==> src/rtl/gpio_irq_pkg.sv <==
// Package: shared constants for the GPIO interrupt style detector.
// Holds the style-code encoding, its field width and the detection rule,
// so that the RTL uses one definition of each code.
package gpio_irq_pkg;

    localparam int STYLE_W = 3;

    localparam logic [STYLE_W-1:0] STY_LVL_HIGH = 3'd0;
    localparam logic [STYLE_W-1:0] STY_LVL_LOW  = 3'd1;
    localparam logic [STYLE_W-1:0] STY_RISE     = 3'd2;
    localparam logic [STYLE_W-1:0] STY_FALL     = 3'd3;
    localparam logic [STYLE_W-1:0] STY_ANY_EDGE = 3'd4;

    // Detection rule for one pin: level styles need a valid current sample,
    // edge styles need a valid previous sample as well.
    function automatic logic style_hit(
        input logic [STYLE_W-1:0] code,
        input logic               cur,
        input logic               prv,
        input logic               lvl_ok,
        input logic               edge_ok
    );
        case (code)
            STY_LVL_HIGH: return cur & lvl_ok;
            STY_LVL_LOW:  return ~cur & lvl_ok;
            STY_RISE:     return cur & ~prv & edge_ok;
            STY_FALL:     return ~cur & prv & edge_ok;
            STY_ANY_EDGE: return (cur ^ prv) & edge_ok;
            default:      return 1'b0;
        endcase
    endfunction

endpackage

==> src/rtl/gpio_pin_sync.sv <==
// Module: gpio_pin_sync
// Brings asynchronous pins into the clock domain with two flops and keeps
// one more sample as edge history. A warm-up shift register reports when
// the synchronized value and the history hold real samples.
// Assumes: pins are slow compared with clk; reset is synchronous, active low.
module gpio_pin_sync #(
    parameter int NUM_PINS = 16
) (
    input  logic                clk,
    input  logic                rst_n,
    input  logic [NUM_PINS-1:0] pin_i,
    output logic [NUM_PINS-1:0] cur_o,
    output logic [NUM_PINS-1:0] prev_o,
    output logic                lvl_ok_o,
    output logic                edge_ok_o
);

    logic [NUM_PINS-1:0] meta_q;
    logic [NUM_PINS-1:0] sync_q;
    logic [NUM_PINS-1:0] hist_q;
    logic [2:0]          warm_q;

    // Synchronizer chain plus history; reset discards stale samples.
    always_ff @(posedge clk) begin
        if (!rst_n) begin
            meta_q <= '0;
            sync_q <= '0;
            hist_q <= '0;
            warm_q <= '0;
        end else begin
            meta_q <= pin_i;
            sync_q <= meta_q;
            hist_q <= sync_q;
            warm_q <= {warm_q[1:0], 1'b1};
        end
    end

    assign cur_o     = sync_q;
    assign prev_o    = hist_q;
    assign lvl_ok_o  = warm_q[1];
    assign edge_ok_o = warm_q[2];

endmodule

==> src/rtl/gpio_style_regs.sv <==
// Module: gpio_style_regs
// Holds the per-pin style fields as one word per bank of pins, and flags
// the pins whose field value changes on a write.
// Assumes: bank b sits at register address b; write data is one bank wide.
module gpio_style_regs
    import gpio_irq_pkg::*;
#(
    parameter int NUM_PINS      = 16,
    parameter int PINS_PER_BANK = 8,
    parameter int ADDR_W        = 2
) (
    input  logic                          clk,
    input  logic                          rst_n,
    input  logic                          wr_i,
    input  logic [ADDR_W-1:0]             addr_i,
    input  logic [PINS_PER_BANK*STYLE_W-1:0] wdata_i,
    output logic [NUM_PINS*STYLE_W-1:0]   style_o,
    output logic [NUM_PINS-1:0]           chg_o
);

    localparam int NUM_BANKS = NUM_PINS / PINS_PER_BANK;
    localparam int BANK_W    = PINS_PER_BANK * STYLE_W;

    logic [NUM_PINS*STYLE_W-1:0] style_q;
    logic [NUM_BANKS-1:0]        bank_sel;

    genvar gb, gp;
    generate
        for (gb = 0; gb < NUM_BANKS; gb++) begin : g_bank
            // Address decode for this bank.
            assign bank_sel[gb] = wr_i && (addr_i == ADDR_W'(gb));

            // a selected bank loads the written word.
            p_cfg_load_r8: assert property (@(posedge clk) disable iff (!rst_n)
                bank_sel[gb] |=> (style_q[gb*BANK_W +: BANK_W] == $past(wdata_i)));
        end

        for (gp = 0; gp < NUM_PINS; gp++) begin : g_pin
            localparam int BK  = gp / PINS_PER_BANK;
            localparam int OFS = (gp % PINS_PER_BANK) * STYLE_W;
            // Field-change flag for this pin.
            assign chg_o[gp] = bank_sel[BK] &&
                (wdata_i[OFS +: STYLE_W] != style_q[gp*STYLE_W +: STYLE_W]);
        end
    endgenerate

    // Style storage, one bank word per address.
    always_ff @(posedge clk) begin
        if (!rst_n) begin
            style_q <= '0;
        end else begin
            for (int b = 0; b < NUM_BANKS; b++) begin
                if (bank_sel[b]) style_q[b*BANK_W +: BANK_W] <= wdata_i;
            end
        end
    end

    assign style_o = style_q;

endmodule

==> src/rtl/gpio_style_detect.sv <==
// Module: gpio_style_detect
// Applies each pin's style code to its synchronized value and history and
// gives a one-cycle detection pulse (held for level styles).
// Assumes: clk and rst_n are used only by the embedded checks.
module gpio_style_detect
    import gpio_irq_pkg::*;
#(
    parameter int NUM_PINS = 16
) (
    input  logic                        clk,
    input  logic                        rst_n,
    input  logic [NUM_PINS*STYLE_W-1:0] style_i,
    input  logic [NUM_PINS-1:0]         cur_i,
    input  logic [NUM_PINS-1:0]         prev_i,
    input  logic                        lvl_ok_i,
    input  logic                        edge_ok_i,
    output logic [NUM_PINS-1:0]         evt_o
);

    genvar gp;
    generate
        for (gp = 0; gp < NUM_PINS; gp++) begin : g_det
            // Per-pin detection by style code.
            assign evt_o[gp] = style_hit(style_i[gp*STYLE_W +: STYLE_W],
                                         cur_i[gp], prev_i[gp], lvl_ok_i, edge_ok_i);

            // the codes above the last defined style never detect.
            p_off_codes_r7: assert property (@(posedge clk) disable iff (!rst_n)
                (style_i[gp*STYLE_W +: STYLE_W] > STY_ANY_EDGE) |-> !evt_o[gp]);

            // no edge detection before the history holds real samples.
            p_edge_warmup_r14: assert property (@(posedge clk) disable iff (!rst_n)
                (!edge_ok_i && (style_i[gp*STYLE_W +: STYLE_W] >= STY_RISE))
                    |-> !evt_o[gp]);
        end
    endgenerate

endmodule

==> src/rtl/gpio_pend_status.sv <==
// Module: gpio_pend_status
// Sticky pending bits: set by detections, cleared by write-1-to-clear and
// by a style change. A detection beats a software clear in the same cycle;
// a style change discards that cycle's detection.
// Assumes: all inputs are single-cycle masks from the same clock.
module gpio_pend_status #(
    parameter int NUM_PINS = 16
) (
    input  logic                clk,
    input  logic                rst_n,
    input  logic [NUM_PINS-1:0] evt_i,
    input  logic [NUM_PINS-1:0] w1c_i,
    input  logic [NUM_PINS-1:0] chg_i,
    output logic [NUM_PINS-1:0] pend_o
);

    logic [NUM_PINS-1:0] pend_q;
    logic [NUM_PINS-1:0] set_m;
    logic [NUM_PINS-1:0] clr_m;

    // Set and clear masks for this cycle.
    always_comb begin
        set_m = evt_i & ~chg_i;
        clr_m = w1c_i | chg_i;
    end

    // Pending-bit register.
    always_ff @(posedge clk) begin
        if (!rst_n) pend_q <= '0;
        else        pend_q <= (pend_q & ~clr_m) | set_m;
    end

    assign pend_o = pend_q;

    // a software clear without a detection leaves the bit at zero.
    p_w1c_clear_r9: assert property (@(posedge clk) disable iff (!rst_n)
        1'b1 |=> ((pend_q & $past(w1c_i & ~evt_i)) == '0));

    // bits untouched by any clear or detection keep their value.
    p_idle_hold_r9: assert property (@(posedge clk) disable iff (!rst_n)
        1'b1 |=> (((pend_q ^ $past(pend_q)) & ~$past(w1c_i | chg_i | evt_i)) == '0));

    // a detection outside a style change always leaves the bit set.
    p_set_beats_clear_r11: assert property (@(posedge clk) disable iff (!rst_n)
        1'b1 |=> ((pend_q & $past(evt_i & ~chg_i)) == $past(evt_i & ~chg_i)));

endmodule

==> src/rtl/gpio_irq_detect.sv <==
// Module: gpio_irq_detect (top)
// GPIO interrupt style detector: synchronizer, per-pin style detection,
// sticky pending bits, register port and interrupt outputs.
// Assumes: bank words live at addresses 0..NUM_BANKS-1, status at NUM_BANKS;
// a bank word is at least NUM_PINS bits wide.
module gpio_irq_detect
    import gpio_irq_pkg::*;
#(
    parameter int NUM_PINS      = 16,
    parameter int PINS_PER_BANK = 8,
    parameter int ADDR_W        = 2
) (
    input  logic                             clk,
    input  logic                             rst_n,
    input  logic [NUM_PINS-1:0]              pin_in,
    input  logic                             reg_wr,
    input  logic [ADDR_W-1:0]                reg_addr,
    input  logic [PINS_PER_BANK*STYLE_W-1:0] reg_wdata,
    output logic [PINS_PER_BANK*STYLE_W-1:0] reg_rdata,
    output logic [NUM_PINS-1:0]              irq_pin,
    output logic                             irq_any
);

    localparam int NUM_BANKS   = NUM_PINS / PINS_PER_BANK;
    localparam int REG_W       = PINS_PER_BANK * STYLE_W;
    localparam int STATUS_ADDR = NUM_BANKS;

    logic [NUM_PINS-1:0]         cur;
    logic [NUM_PINS-1:0]         prv;
    logic                        lvl_ok;
    logic                        edge_ok;
    logic [NUM_PINS*STYLE_W-1:0] style;
    logic [NUM_PINS-1:0]         chg;
    logic [NUM_PINS-1:0]         evt;
    logic [NUM_PINS-1:0]         w1c;
    logic [NUM_PINS-1:0]         pend;

    gpio_pin_sync #(.NUM_PINS(NUM_PINS)) i_sync (
        .clk       (clk),
        .rst_n     (rst_n),
        .pin_i     (pin_in),
        .cur_o     (cur),
        .prev_o    (prv),
        .lvl_ok_o  (lvl_ok),
        .edge_ok_o (edge_ok)
    );

    gpio_style_regs #(
        .NUM_PINS      (NUM_PINS),
        .PINS_PER_BANK (PINS_PER_BANK),
        .ADDR_W        (ADDR_W)
    ) i_regs (
        .clk     (clk),
        .rst_n   (rst_n),
        .wr_i    (reg_wr),
        .addr_i  (reg_addr),
        .wdata_i (reg_wdata),
        .style_o (style),
        .chg_o   (chg)
    );

    gpio_style_detect #(.NUM_PINS(NUM_PINS)) i_detect (
        .clk       (clk),
        .rst_n     (rst_n),
        .style_i   (style),
        .cur_i     (cur),
        .prev_i    (prv),
        .lvl_ok_i  (lvl_ok),
        .edge_ok_i (edge_ok),
        .evt_o     (evt)
    );

    // Write-1-to-clear mask from a status write.
    always_comb begin
        w1c = '0;
        if (reg_wr && (reg_addr == ADDR_W'(STATUS_ADDR))) w1c = reg_wdata[NUM_PINS-1:0];
    end

    gpio_pend_status #(.NUM_PINS(NUM_PINS)) i_status (
        .clk    (clk),
        .rst_n  (rst_n),
        .evt_i  (evt),
        .w1c_i  (w1c),
        .chg_i  (chg),
        .pend_o (pend)
    );

    // Read multiplexer over bank words and status; others read zero.
    always_comb begin
        reg_rdata = '0;
        for (int b = 0; b < NUM_BANKS; b++) begin
            if (reg_addr == ADDR_W'(b)) reg_rdata = style[b*REG_W +: REG_W];
        end
        if (reg_addr == ADDR_W'(STATUS_ADDR)) reg_rdata[NUM_PINS-1:0] = pend;
    end

    assign irq_pin = pend;
    assign irq_any = |pend;

    // a pin whose style changed shows no request in the next cycle.
    p_style_chg_clear_r12: assert property (@(posedge clk) disable iff (!rst_n)
        (|chg) |=> ((irq_pin & $past(chg)) == '0));

endmodule

==> config.mk <==
export PLATFORM = sky130hd
export DESIGN_NAME = gpio_irq_detect
export DESIGN_NICKNAME = d
export VERILOG_FILES = /design/src/rtl/gpio_irq_pkg.sv /design/src/rtl/gpio_pin_sync.sv /design/src/rtl/gpio_style_regs.sv /design/src/rtl/gpio_style_detect.sv /design/src/rtl/gpio_pend_status.sv /design/src/rtl/gpio_irq_detect.sv
export SDC_FILE = /design/constraint.sdc
export NUM_CORES = 1
export LEC_CHECK = 0
export ABC_AREA = 0
export BUFFER_PORTS_ARGS = -buffer_cell sky130_fd_sc_hd__buf_2
export CAP_MARGIN = 0
export CORE_MARGIN = 2
export CORE_UTILIZATION = 35
export CTS_CLUSTER_SIZE = 12
export DETAILED_ROUTE_END_ITERATION = 16
export PLACE_DENSITY_LB_ADDON = 0.3
export SYNTH_ARGS = -nofsm -noshare
export SYNTH_HDL_FRONTEND = slang
export SYNTH_SLANG_ARGS = --single-unit
==> constraint.sdc <==
create_clock -name clk -period 1.6 [get_ports clk]
set_clock_uncertainty 0.05 [all_clocks]
set_input_delay 0.16 -clock clk [delete_from_list [all_inputs] [get_ports clk]]
set_output_delay 0.16 -clock clk [all_outputs]
set_load 0.02 [all_outputs]
==> run summary, run 1 <==
## Cells and area
* 2350 um^2 — sequential cell area in the final layout
* 0.242 — share of layout cells above drive strength 1
* 1671 — Fill cells
* nand2_1, dfxtp_1, buf_2 — commonest cells after routing, fill and taps aside
* 926 — Final nets
* 0 — antenna diode instance count
* 3620 um^2 — area used by multi-input combinational logic
* 1086 — Non-Filler Instances
* 29.7% — synth-to-layout area growth
* nand2_1 — leading cell type in the layout, fill and taps excluded

## Floorplan
* 86 — num ports
* 137 um — die width
* 18900 um^2 — total die area
* 0.359 — Initial Utilization
* 17400 um^2 — placeable core region
* 137 um — DIE HEIGHT
* 48 — Placement Rows

## STA
* yes — RSZ-0062 raised after global routing
* 0.764 — worst rel slew slack
* -0.104 ns — setup slack of the critical path after layout
* 587 MHz — Max Clk Rate
* 1 — Final setup violation count
* 0 — Hold Violations, Final
* 0.355 ns — measured slew at the worst slew-check pin
* 1.70 ns — Period minus WS final
* 1.07 — final worst-path cycle share
* 0 — Max Slew Vio Count

## Clock network
* 4 — level count of the clock H-tree
* 0.42 ns — insertion delay to the later sink of the worst-skew pair
* clkbuf_16 — CTS Root Buffer Type
* 115 — number of sinks on the clock net
* 0.05 ns — clock-pin slew on the worst setup and hold paths
* 17 — number of buffers created by CTS
* done — TritonCTS clock tree
* 2 — clock buffer depth

## Detailed routing
* 0 — number of routed nets with antenna violations
* 5297 — via count
* 15.9 um — post-detailed-route wirelength per cell
* 4.88 — detailed-route vias per instance
* 17300 um — Post-Route WL
* 4 — first-pass iteration count of the detailed router
* 344 — DRT iter0 DRCs
* 0 — number of DRC violations after detailed routing

## Worst setup path
* irq_any — endpoint of the most critical setup path
* nor4_4 > nand4_1 > buf_4 — chain of cells forming the critical path
* 5 — logic depth of the worst register-to-register path
* dfxtp_4 — Critical-path top delay cell
* 2 — Critical Path Fanout Max
* i_status.pend_o[4] — Reg2Reg Capture Point
* 1.39 ns — required time at the endpoint of the critical path
* 0.36 ns — crit-path max cell delay
* 1 — Critical path buffers and inverters
* 3 — number of stages on the worst setup path
* i_status.pend_o[13] — crit path launch
* flip-flop — CP startpoint kind
* reg -> out — critical setup path kind
* simple AND/OR/NAND/NOR gates — kind of cell with the highest combined delay on the critical path
* 0.11 ns — register-to-register setup slack
* 1.49 ns — endpoint arrival time on the critical path
* output port — endpoint kind of the worst setup timing path
* i_sync.cur_o[4] — startpoint of the worst-slack reg-to-reg timing path

## GRT
* 27200 um — first-pass GRT wire length
* 0.190 — combined global-route utilization of all metal layers
* 36 — largest net degree at the start of global routing
* 0 — number of antenna violations at the first check in global routing
* 0 — total grt overflow
* 5140 — vias in the first global route

## Logic synthesis
* 0.369 — sequential area share after synthesis
* 0 — count of yosys warnings during synthesis
* 0.139 — complex-gate fraction of the synthesized area
* 6230 um^2 — mapped cell area
* 0.0584 — multiplexer share of the synthesized area
* 36 — Distinct cells, synth
* 802 — syn_nets
* 725 — number of instances in the synthesized netlist
* 0.0899 — xor and xnor fraction of the mapped netlist area
* 0.0642 — adder-cell share of the synthesized area
* simple AND/OR/NAND/NOR gates — combinational family with the most area after synthesis
* 0.217 — Simple-Gate Fraction of Synth Area
* 8.60 um^2 — mean instance size in the synthesized netlist
* 115 — #FFs+latches synth

## Pwr
* 7.59 mW — post-layout total power
* 3.47 nW — standby leakage power
* 0.251 — switching fraction of total power
* 0.479 — clock network fraction of total power
* 5.69 mW — internal power contribution
* 0.000814 V — VDD IR max
* 0.406 — share of power burned in registers
* 939 nW/um^2 — power per cell area
* 1.91 mW — NetSw
* 0.115 — portion of total power attributed to combinational logic

## Place
* 1020 — count of placed standard cells including taps
* 11900 um — Detail Placement HPWL
* 0.807 — routability congestion estimate from global placement
* 85 — number of input and output port buffers inserted

## Outcome
* setup timing — violated checks
* finished, violations left — status

## Worst hold path
* in -> reg — path type of the worst min-delay path

## Flow run
* 0 — number of max-capacitance violations reported

==> cells by family (layout without fill, tap and decap cells) <==
group | count (synthesis) | in the layout
AO/OA/AOI/OAI | 123 | 123
multiplexers | 35 | 35
buffers and inverters | 86 | 222
adder cells (fa/ha/maj) | 32 | 32
XOR/XNOR | 64 | 64
AND/OR/NAND/NOR | 270 | 270
flip-flops | 115 | 115
==> power groups by stage <==
stage	clock [mW]	sequential (mW)	combinational, mW
floorplan	0	3.11	0.478
global placement	0	3.14	0.781
detailed placement	0	3.14	0.787
CTS	3.70	3.08	0.860
global route	3.84	3.10	0.956
finish	3.64	3.08	0.874
==> state kept, by name, indices dropped and copies added (netlist names) <==
name / flops
i_regs.style_o: 48
i_status.pend_o: 16
i_sync.cur_o: 16
i_sync.meta_q: 16
i_sync.prev_o: 16
i_sync.warm_q: 3
==> worst min path at each step <==
| stage | startpoint | end | slack [ns] | depth (start not counted) |
|---|---|---|---|---|
| floorplan | rst_n | i_sync.warm_q[0] | 0.14 | 0 |
| global placement | pin_in[14] | i_sync.meta_q[14] | 0.32 | 2 |
| detailed placement | pin_in[14] | i_sync.meta_q[14] | 0.32 | 2 |
| CTS | reg_wdata[12] | i_regs.style_o[36] | 0.003 | 3 |
| global route | reg_wdata[8] | i_regs.style_o[32] | 0.02 | 3 |
| finish | reg_wdata[12] | i_regs.style_o[36] | 0.02 | 3 |
==> synthesized netlist by cell type <==
| cell | n | area share |
|---|---|---|
| nor2_1 | 13 | 0.0078 |
| nor3_1 | 15 | 0.012 |
| a21boi_0 | 25 | 0.030 |
| ha_1 | 32 | 0.064 |
| o221a_1 | 5 | 0.0090 |
| clkbuf_1 | 34 | 0.020 |
| mux2_2 | 11 | 0.020 |
| nand4_1 | 1 | 0.0010 |
| o31ai_1 | 1 | 0.0012 |
| a32oi_1 | 5 | 0.0070 |
| nand3b_1 | 11 | 0.013 |
| and3b_1 | 1 | 0.0014 |
| o311a_1 | 1 | 0.0016 |
| nand2b_1 | 10 | 0.010 |
| dfxtp_1 | 115 | 0.37 |
| inv_1 | 32 | 0.019 |
| nor4_1 | 5 | 0.0050 |
| and2_1 | 51 | 0.051 |
| buf_6 | 5 | 0.0090 |
| buf_2 | 12 | 0.0096 |
| a22o_1 | 9 | 0.013 |
| xor2_1 | 64 | 0.090 |
| mux2i_1 | 24 | 0.039 |
| nor4b_1 | 14 | 0.020 |
| buf_4 | 3 | 0.0036 |
| or3b_1 | 1 | 0.0014 |
| a21boi_1 | 24 | 0.029 |
| o221a_2 | 5 | 0.0090 |
| nor3b_2 | 1 | 0.0020 |
| a21oi_1 | 21 | 0.017 |
| nand3_1 | 11 | 0.0088 |
| nand2_1 | 134 | 0.081 |
| o2bb2ai_1 | 1 | 0.0014 |
| nor2b_1 | 1 | 0.0010 |
| o21ai_0 | 26 | 0.021 |
| nand4bb_1 | 1 | 0.0018 |
==> layout make-up <==
cell class,instances,share of cell area
Tap cell,225,0.0348
Sequential cell,115,0.291
Multi-Input combinational cell,524,0.448
Timing Repair Buffer,159,0.143
Clock buffer,20,0.0552
Inverter,32,0.0149
Clock inverter,11,0.0139
==> repair_timing <==
action                                 4_1_cts  5_1_grt
gates resized for setup                     31       31
setup endpoints to repair                   13       15
pin swaps                                    4        5
hold buffers                                30        0
endpoints found under the hold margin       42        0
buffers inserted                             1        4
gates cloned                                 0        0
==> through the flow <==
step	setup TNS, ns	hold WS, ns	worst slack (ns)	area (um^2)	util
after floorplan	0	0.138	0.123	6230	-
after global placement	0	0.316	0.104	7040	0.406
after detailed placement	0	0.320	0.0972	7040	0.406
after CTS	-0.0828	0.00328	-0.0828	7970	0.459
after global routing	-0.111	0.0205	-0.111	8090	0.466
final	-0.104	0.0176	-0.104	8090	0.466
==> metal layers <==
metal / vias up / share of wire / track usage
met3: 22 / 0.046 / 0.0416
met4: 0 / 0.015 / 0.0607
met5: - / 0 / 0
li1: 2668 / - / -
met2: 111 / 0.46 / 0.308
met1: 2496 / 0.48 / 0.252
==> tightest hold or removal path: stages <==
cell and delay, ns:
buf_2 0.15, nand2_1 0.07, a21boi_1 0.05
No activity file was read; power rests on OpenSTA's default activity.
==> run 2, diff against run 1 <==
- BUFFER_PORTS_ARGS: -buffer_cell sky130_fd_sc_hd__buf_2 -> not set
- DONT_BUFFER_PORTS: not set -> 1
==> run 2 against run 1 <==
Effect of this change:
- via count down 0.72%
- register-to-register slack worse by 0.02 ns
- count of clock-buffer cells in the layout down 1
- utilization down 0.99 points
- the run still ends with setup timing left
- combinational power down 12%
- highest routed layer unchanged
- critical path type unchanged
- clock power up 6.3%
- final cell count down 4.3%
- routed wire length up 5.5%
==> run summary, run 2 (same netlist as run 1, synthesis figures left out) <==
## Outcome
* setup timing — violated checks
* finished, violations left — status

## GRT
* 0.0622 — met3 usage
* 107 — largest net degree at the start of global routing
* 0 — total grt overflow
* 28400 um — first-pass GRT wire length
* 0.199 — combined global-route utilization of all metal layers
* 0 — number of antenna violations at the first check in global routing
* 5151 — vias in the first global route
* met2 — most congested layer reported by global routing
* 0.251 — global routing usage on met1
* 0.326 — GRT met2 Usage

## Cells and area
* 0.456 — end-of-flow core utilization
* 3580 um^2 — area used by multi-input combinational logic
* nand2_1 — leading cell type in the layout, fill and taps excluded
* 0 — antenna diode instance count
* 7910 um^2 — cell area after layout
* 1699 — Fill cells
* 878 — Final nets
* 2320 um^2 — sequential cell area in the final layout
* 27.0% — synth-to-layout area growth
* 0.158 — share of layout cells above drive strength 1
* nand2_1, dfxtp_1, xor2_1 — commonest cells after routing, fill and taps aside
* 48 — number of flip-flops in the largest register

## Place
* 6700 um^2 — post-placement cell area
* 11500 um — Detail Placement HPWL
* 0 — number of input and output port buffers inserted
* 0.832 — routability congestion estimate from global placement
* 0.0812 ns — worst slack at placement

## Floorplan
* 48 — Placement Rows
* 0.359 — Initial Utilization
* 18900 um^2 — total die area
* 137 um — die width
* 137 um — DIE HEIGHT
* 17400 um^2 — placeable core region
* 86 — num ports

## Worst setup path
* 1.48 ns — endpoint arrival time on the critical path
* dfxtp_1 — Critical-path top delay cell
* output port — endpoint kind of the worst setup timing path
* 3 — number of stages on the worst setup path
* reg -> out — critical setup path kind
* 1 — Critical path buffers and inverters
* 0.34 ns — crit-path max cell delay
* simple AND/OR/NAND/NOR gates — kind of cell with the highest combined delay on the critical path
* 1.39 ns — required time at the endpoint of the critical path
* flip-flop — CP startpoint kind
* 0.09 ns — register-to-register setup slack
* i_sync.cur_o[14] — startpoint of the worst-slack reg-to-reg timing path
* nor4_2 > nand4_1 > buf_4 — chain of cells forming the critical path
* 5 — logic depth of the worst register-to-register path
* i_status.pend_o[14] — Reg2Reg Capture Point
* 3 — Critical Path Fanout Max

## STA
* 1.69 ns — Period minus WS final
* yes — RSZ-0062 raised after global routing
* 590 MHz — Max Clk Rate
* 1 — Final setup violation count
* 0.00974 ns — worst hold margin
* 0.716 — worst rel slew slack
* -0.0944 ns — setup slack of the critical path after layout
* 0 — Max Slew Vio Count
* 0.427 ns — measured slew at the worst slew-check pin
* 0 — Hold Violations, Final
* 1.06 — final worst-path cycle share

## Detailed routing
* 5.06 — detailed-route vias per instance
* 17.5 um — post-detailed-route wirelength per cell
* 18200 um — Post-Route WL
* 325 — DRT iter0 DRCs
* 0 — number of DRC violations after detailed routing
* 5259 — via count
* 0 — number of routed nets with antenna violations
* 4 — first-pass iteration count of the detailed router

## Worst hold path
* i_regs.style_o[1] — hold path endpoint
* reg_wr — critical hold path startpoint
* 3 — number of cells on the worst hold path
* in -> reg — path type of the worst min-delay path

## Clock network
* done — TritonCTS clock tree
* clkbuf_16 — CTS Root Buffer Type
* 115 — number of sinks on the clock net
* 17 — number of buffers created by CTS
* 2 — clock buffer depth
* 0.41 ns — insertion delay to the later sink of the worst-skew pair
* 0.05 ns — clock-pin slew on the worst setup and hold paths
* 4 — level count of the clock H-tree

## Pwr
* 5.84 mW — internal power contribution
* 0.399 — share of power burned in registers
* 0.100 — portion of total power attributed to combinational logic
* 1.87 mW — NetSw
* 975 nW/um^2 — power per cell area
* 0.000711 V — VDD IR max
* 0.243 — switching fraction of total power
* 3.23 nW — standby leakage power
* 0.501 — clock network fraction of total power

## Flow run
* 0 — number of max-capacitance violations reported

==> run 2: worst min-delay path: stages <==
cell,delay (ns)
nor3b_4,0.14
nand2_1,0.06
a21boi_0,0.07
==> run 2: per-layer routing <==
layer | vias up | part of all wire
li1 | 2574 | -
met1 | 2535 | 0.46
met2 | 132 | 0.46
met3 | 18 | 0.066
met4 | 0 | 0.014
met5 | - | 0
==> run 2: area by class of cell <==
cell class / count / area share
Clock buffer: 19 / 0.0560
Clock inverter: 13 / 0.0202
Inverter: 32 / 0.0152
Multi-Input combinational cell: 524 / 0.452
Sequential cell: 115 / 0.293
Tap cell: 225 / 0.0356
Timing Repair Buffer: 111 / 0.127
==> run 2: worst max path at each step <==
stage / startpoint / end
floorplan: i_regs.style_o[45] / i_status.pend_o[15]
global placement: i_sync.cur_o[15] / i_status.pend_o[15]
detailed placement: i_sync.cur_o[15] / i_status.pend_o[15]
CTS: i_status.pend_o[12] / irq_any
global route: i_status.pend_o[9] / irq_any
finish: i_status.pend_o[9] / irq_any
==> run 2: power by group through the flow <==
stage                     clock network [mW]  logic [mW]  registers, mW
final                                   3.87       0.770           3.07
after floorplan                            0       0.478           3.11
after detailed placement                   0       0.592           3.13
after global routing                    4.08       0.844           3.09
after global placement                     0       0.582           3.13
after CTS                               3.95       0.764           3.07
==> run 2: repair_timing <==
action / 4_1_cts / 5_1_grt
setup endpoints to repair: 10 / 21
pin swaps: 3 / 3
hold buffers: 52 / 0
endpoints found under the hold margin: 115 / 0
buffers inserted: 0 / 1
gates resized for setup: 15 / 25
==> run 2: metrics by stage <==
step / TNS, ns / cells / total power [mW]
final: -0.0944 / 1039 / 7.71
after global routing: -0.140 / 1039 / 8.01
after CTS: -0.0797 / 1038 / 7.78
after detailed placement: 0 / 954 / 3.72
after global placement: 0 / 954 / 3.71
after floorplan: 0 / 725 / 3.59
==> run 3, diff against run 2 <==
- CORE_UTILIZATION: 35 -> 60
==> run 3 against run 2 <==
Effect of this change:
- the run still ends with setup timing left
- cell area decreased by 1.2%
- sequential power barely moved
- via count increased by 4.6%
- combinational power up 0.9%
- power down 4.9%
- clock power fell by 10%
- non-clock buffer count fell by 14
- first-iteration DRC count increased by 52%
- global-route usage is 12 points higher
- count of clock-buffer cells in the layout increased by 6
- largest power group unchanged
==> run summary, run 3 (same netlist as run 1, synthesis figures left out) <==
## Outcome
* finished, violations left — status
* setup timing — violated checks

## Worst hold path
* 4 — number of cells on the worst hold path
* i_status.pend_o[5] — hold path endpoint
* in -> reg — path type of the worst min-delay path
* reg_wdata[15] — critical hold path startpoint

## Place
* 0 — number of input and output port buffers inserted
* 0.0639 ns — worst slack at placement
* 0.891 — routability congestion estimate from global placement
* 855 — count of placed standard cells including taps
* 6520 um^2 — post-placement cell area
* 10600 um — Detail Placement HPWL

## Worst setup path
* i_status.pend_o[9] — Reg2Reg Capture Point
* i_sync.cur_o[9] — startpoint of the worst-slack reg-to-reg timing path
* 1.63 ns — endpoint arrival time on the critical path
* 5 — logic depth of the worst register-to-register path
* 0.04 ns — register-to-register setup slack
* flip-flop — CP startpoint kind
* reg -> out — critical setup path kind
* 1.39 ns — required time at the endpoint of the critical path
* output port — endpoint kind of the worst setup timing path
* 3 — Critical Path Fanout Max

## Detailed routing
* 19.0 um — post-detailed-route wirelength per cell
* 17800 um — Post-Route WL
* 0 — number of DRC violations after detailed routing
* 493 — DRT iter0 DRCs
* 5.89 — detailed-route vias per instance
* 0 — number of routed nets with antenna violations
* 5499 — via count
* 6 — first-pass iteration count of the detailed router

## Floorplan
* 0.612 — Initial Utilization
* 37 — Placement Rows
* 10200 um^2 — placeable core region
* 106 um — die width
* 11200 um^2 — total die area
* 86 — num ports
* 106 um — DIE HEIGHT

## Clock network
* 2 — clock buffer depth
* 4 — level count of the clock H-tree
* 17 — number of buffers created by CTS
* 0.06 ns — clock-pin slew on the worst setup and hold paths
* done — TritonCTS clock tree
* 115 — number of sinks on the clock net
* clkbuf_8 — CTS Root Buffer Type
* 0.53 ns — insertion delay to the later sink of the worst-skew pair

## Cells and area
* 864 — Final nets
* nand2_1, dfxtp_1, xor2_1 — commonest cells after routing, fill and taps aside
* 7820 um^2 — cell area after layout
* 0 — antenna diode instance count
* 0.767 — end-of-flow core utilization
* 25.4% — synth-to-layout area growth
* nand2_1 — leading cell type in the layout, fill and taps excluded
* 0.187 — share of layout cells above drive strength 1
* 48 — number of flip-flops in the largest register
* 934 — Non-Filler Instances

## Pwr
* 939 nW/um^2 — power per cell area
* 0.000582 V — VDD IR max
* 3.17 nW — standby leakage power
* 7.34 mW — post-layout total power

## GRT
* 28300 um — first-pass GRT wire length
* 0 — total grt overflow
* 0 — number of antenna violations at the first check in global routing
* 0.322 — combined global-route utilization of all metal layers
* 116 — largest net degree at the start of global routing
* 0.376 — global routing usage on met1
* 0.550 — GRT met2 Usage
* 0.0840 — met3 usage
* met2 — most congested layer reported by global routing
* 5740 — vias in the first global route

## STA
* 1.84 ns — Period minus WS final
* 0.677 — worst rel slew slack
* 1.15 — final worst-path cycle share
* 0.00564 ns — worst hold margin
* 0.484 ns — measured slew at the worst slew-check pin
* 0 — Max Slew Vio Count
* -0.376 ns — total negative slack
* 7 — Final setup violation count
* 544 MHz — Max Clk Rate
* 0 — Hold Violations, Final
* yes — RSZ-0062 raised after global routing
* -0.238 ns — setup slack of the critical path after layout

## Flow run
* 0 — number of max-capacitance violations reported

[run 3: worst max path at each step]
stage	startpoint	endpoint	slack [ns]
4_1_cts	i_status.pend_o[14]	irq_any	-0.12
6_report	i_status.pend_o[2]	irq_any	-0.24
5_1_grt	i_status.pend_o[2]	irq_any	-0.22
2_1_floorplan	i_regs.style_o[45]	i_status.pend_o[15]	0.12
3_3_place_gp	i_sync.cur_o[15]	i_status.pend_o[15]	0.11
3_5_place_dp	i_sync.cur_o[6]	i_status.pend_o[6]	0.06
[run 3: cell type report]
class	instances	area, um^2
Sequential cell	115	2380
Clock inverter	5	50.0
Timing Repair Buffer	97	928
Multi-Input combinational cell	524	3670
Tap cell	136	170
Fill cell	664	2370
Clock buffer	25	494
Inverter	32	120
[run 3: timing repair]
item,4_1_cts,5_1_grt
hold buffers,48,0
resized for setup,62,37
buffers inserted,1,0
setup endpoints to repair,23,28
pin swaps,4,4
endpoints found under the hold margin,115,0
[run 3: power by group]
part / total, mW / internal (mW) / switching (mW)
Combinational: 0.777 / 0.378 / 0.400
Clock: 3.47 / 2.23 / 1.24
Sequential: 3.09 / 2.96 / 0.126
[run 3: metal layers]
layer / vias to the layer above / wire length [um]
li1: 2546 / -
met1: 2594 / 7040
met2: 291 / 8600
met3: 68 / 1550
met4: 0 / 603
met5: - / 0
[run 3: worst max-delay path, cell delays in order (launching register included)]
cell and delay [ns]:
dfxtp_1 0.34, nor4_1 0.36, nand4_1 0.40
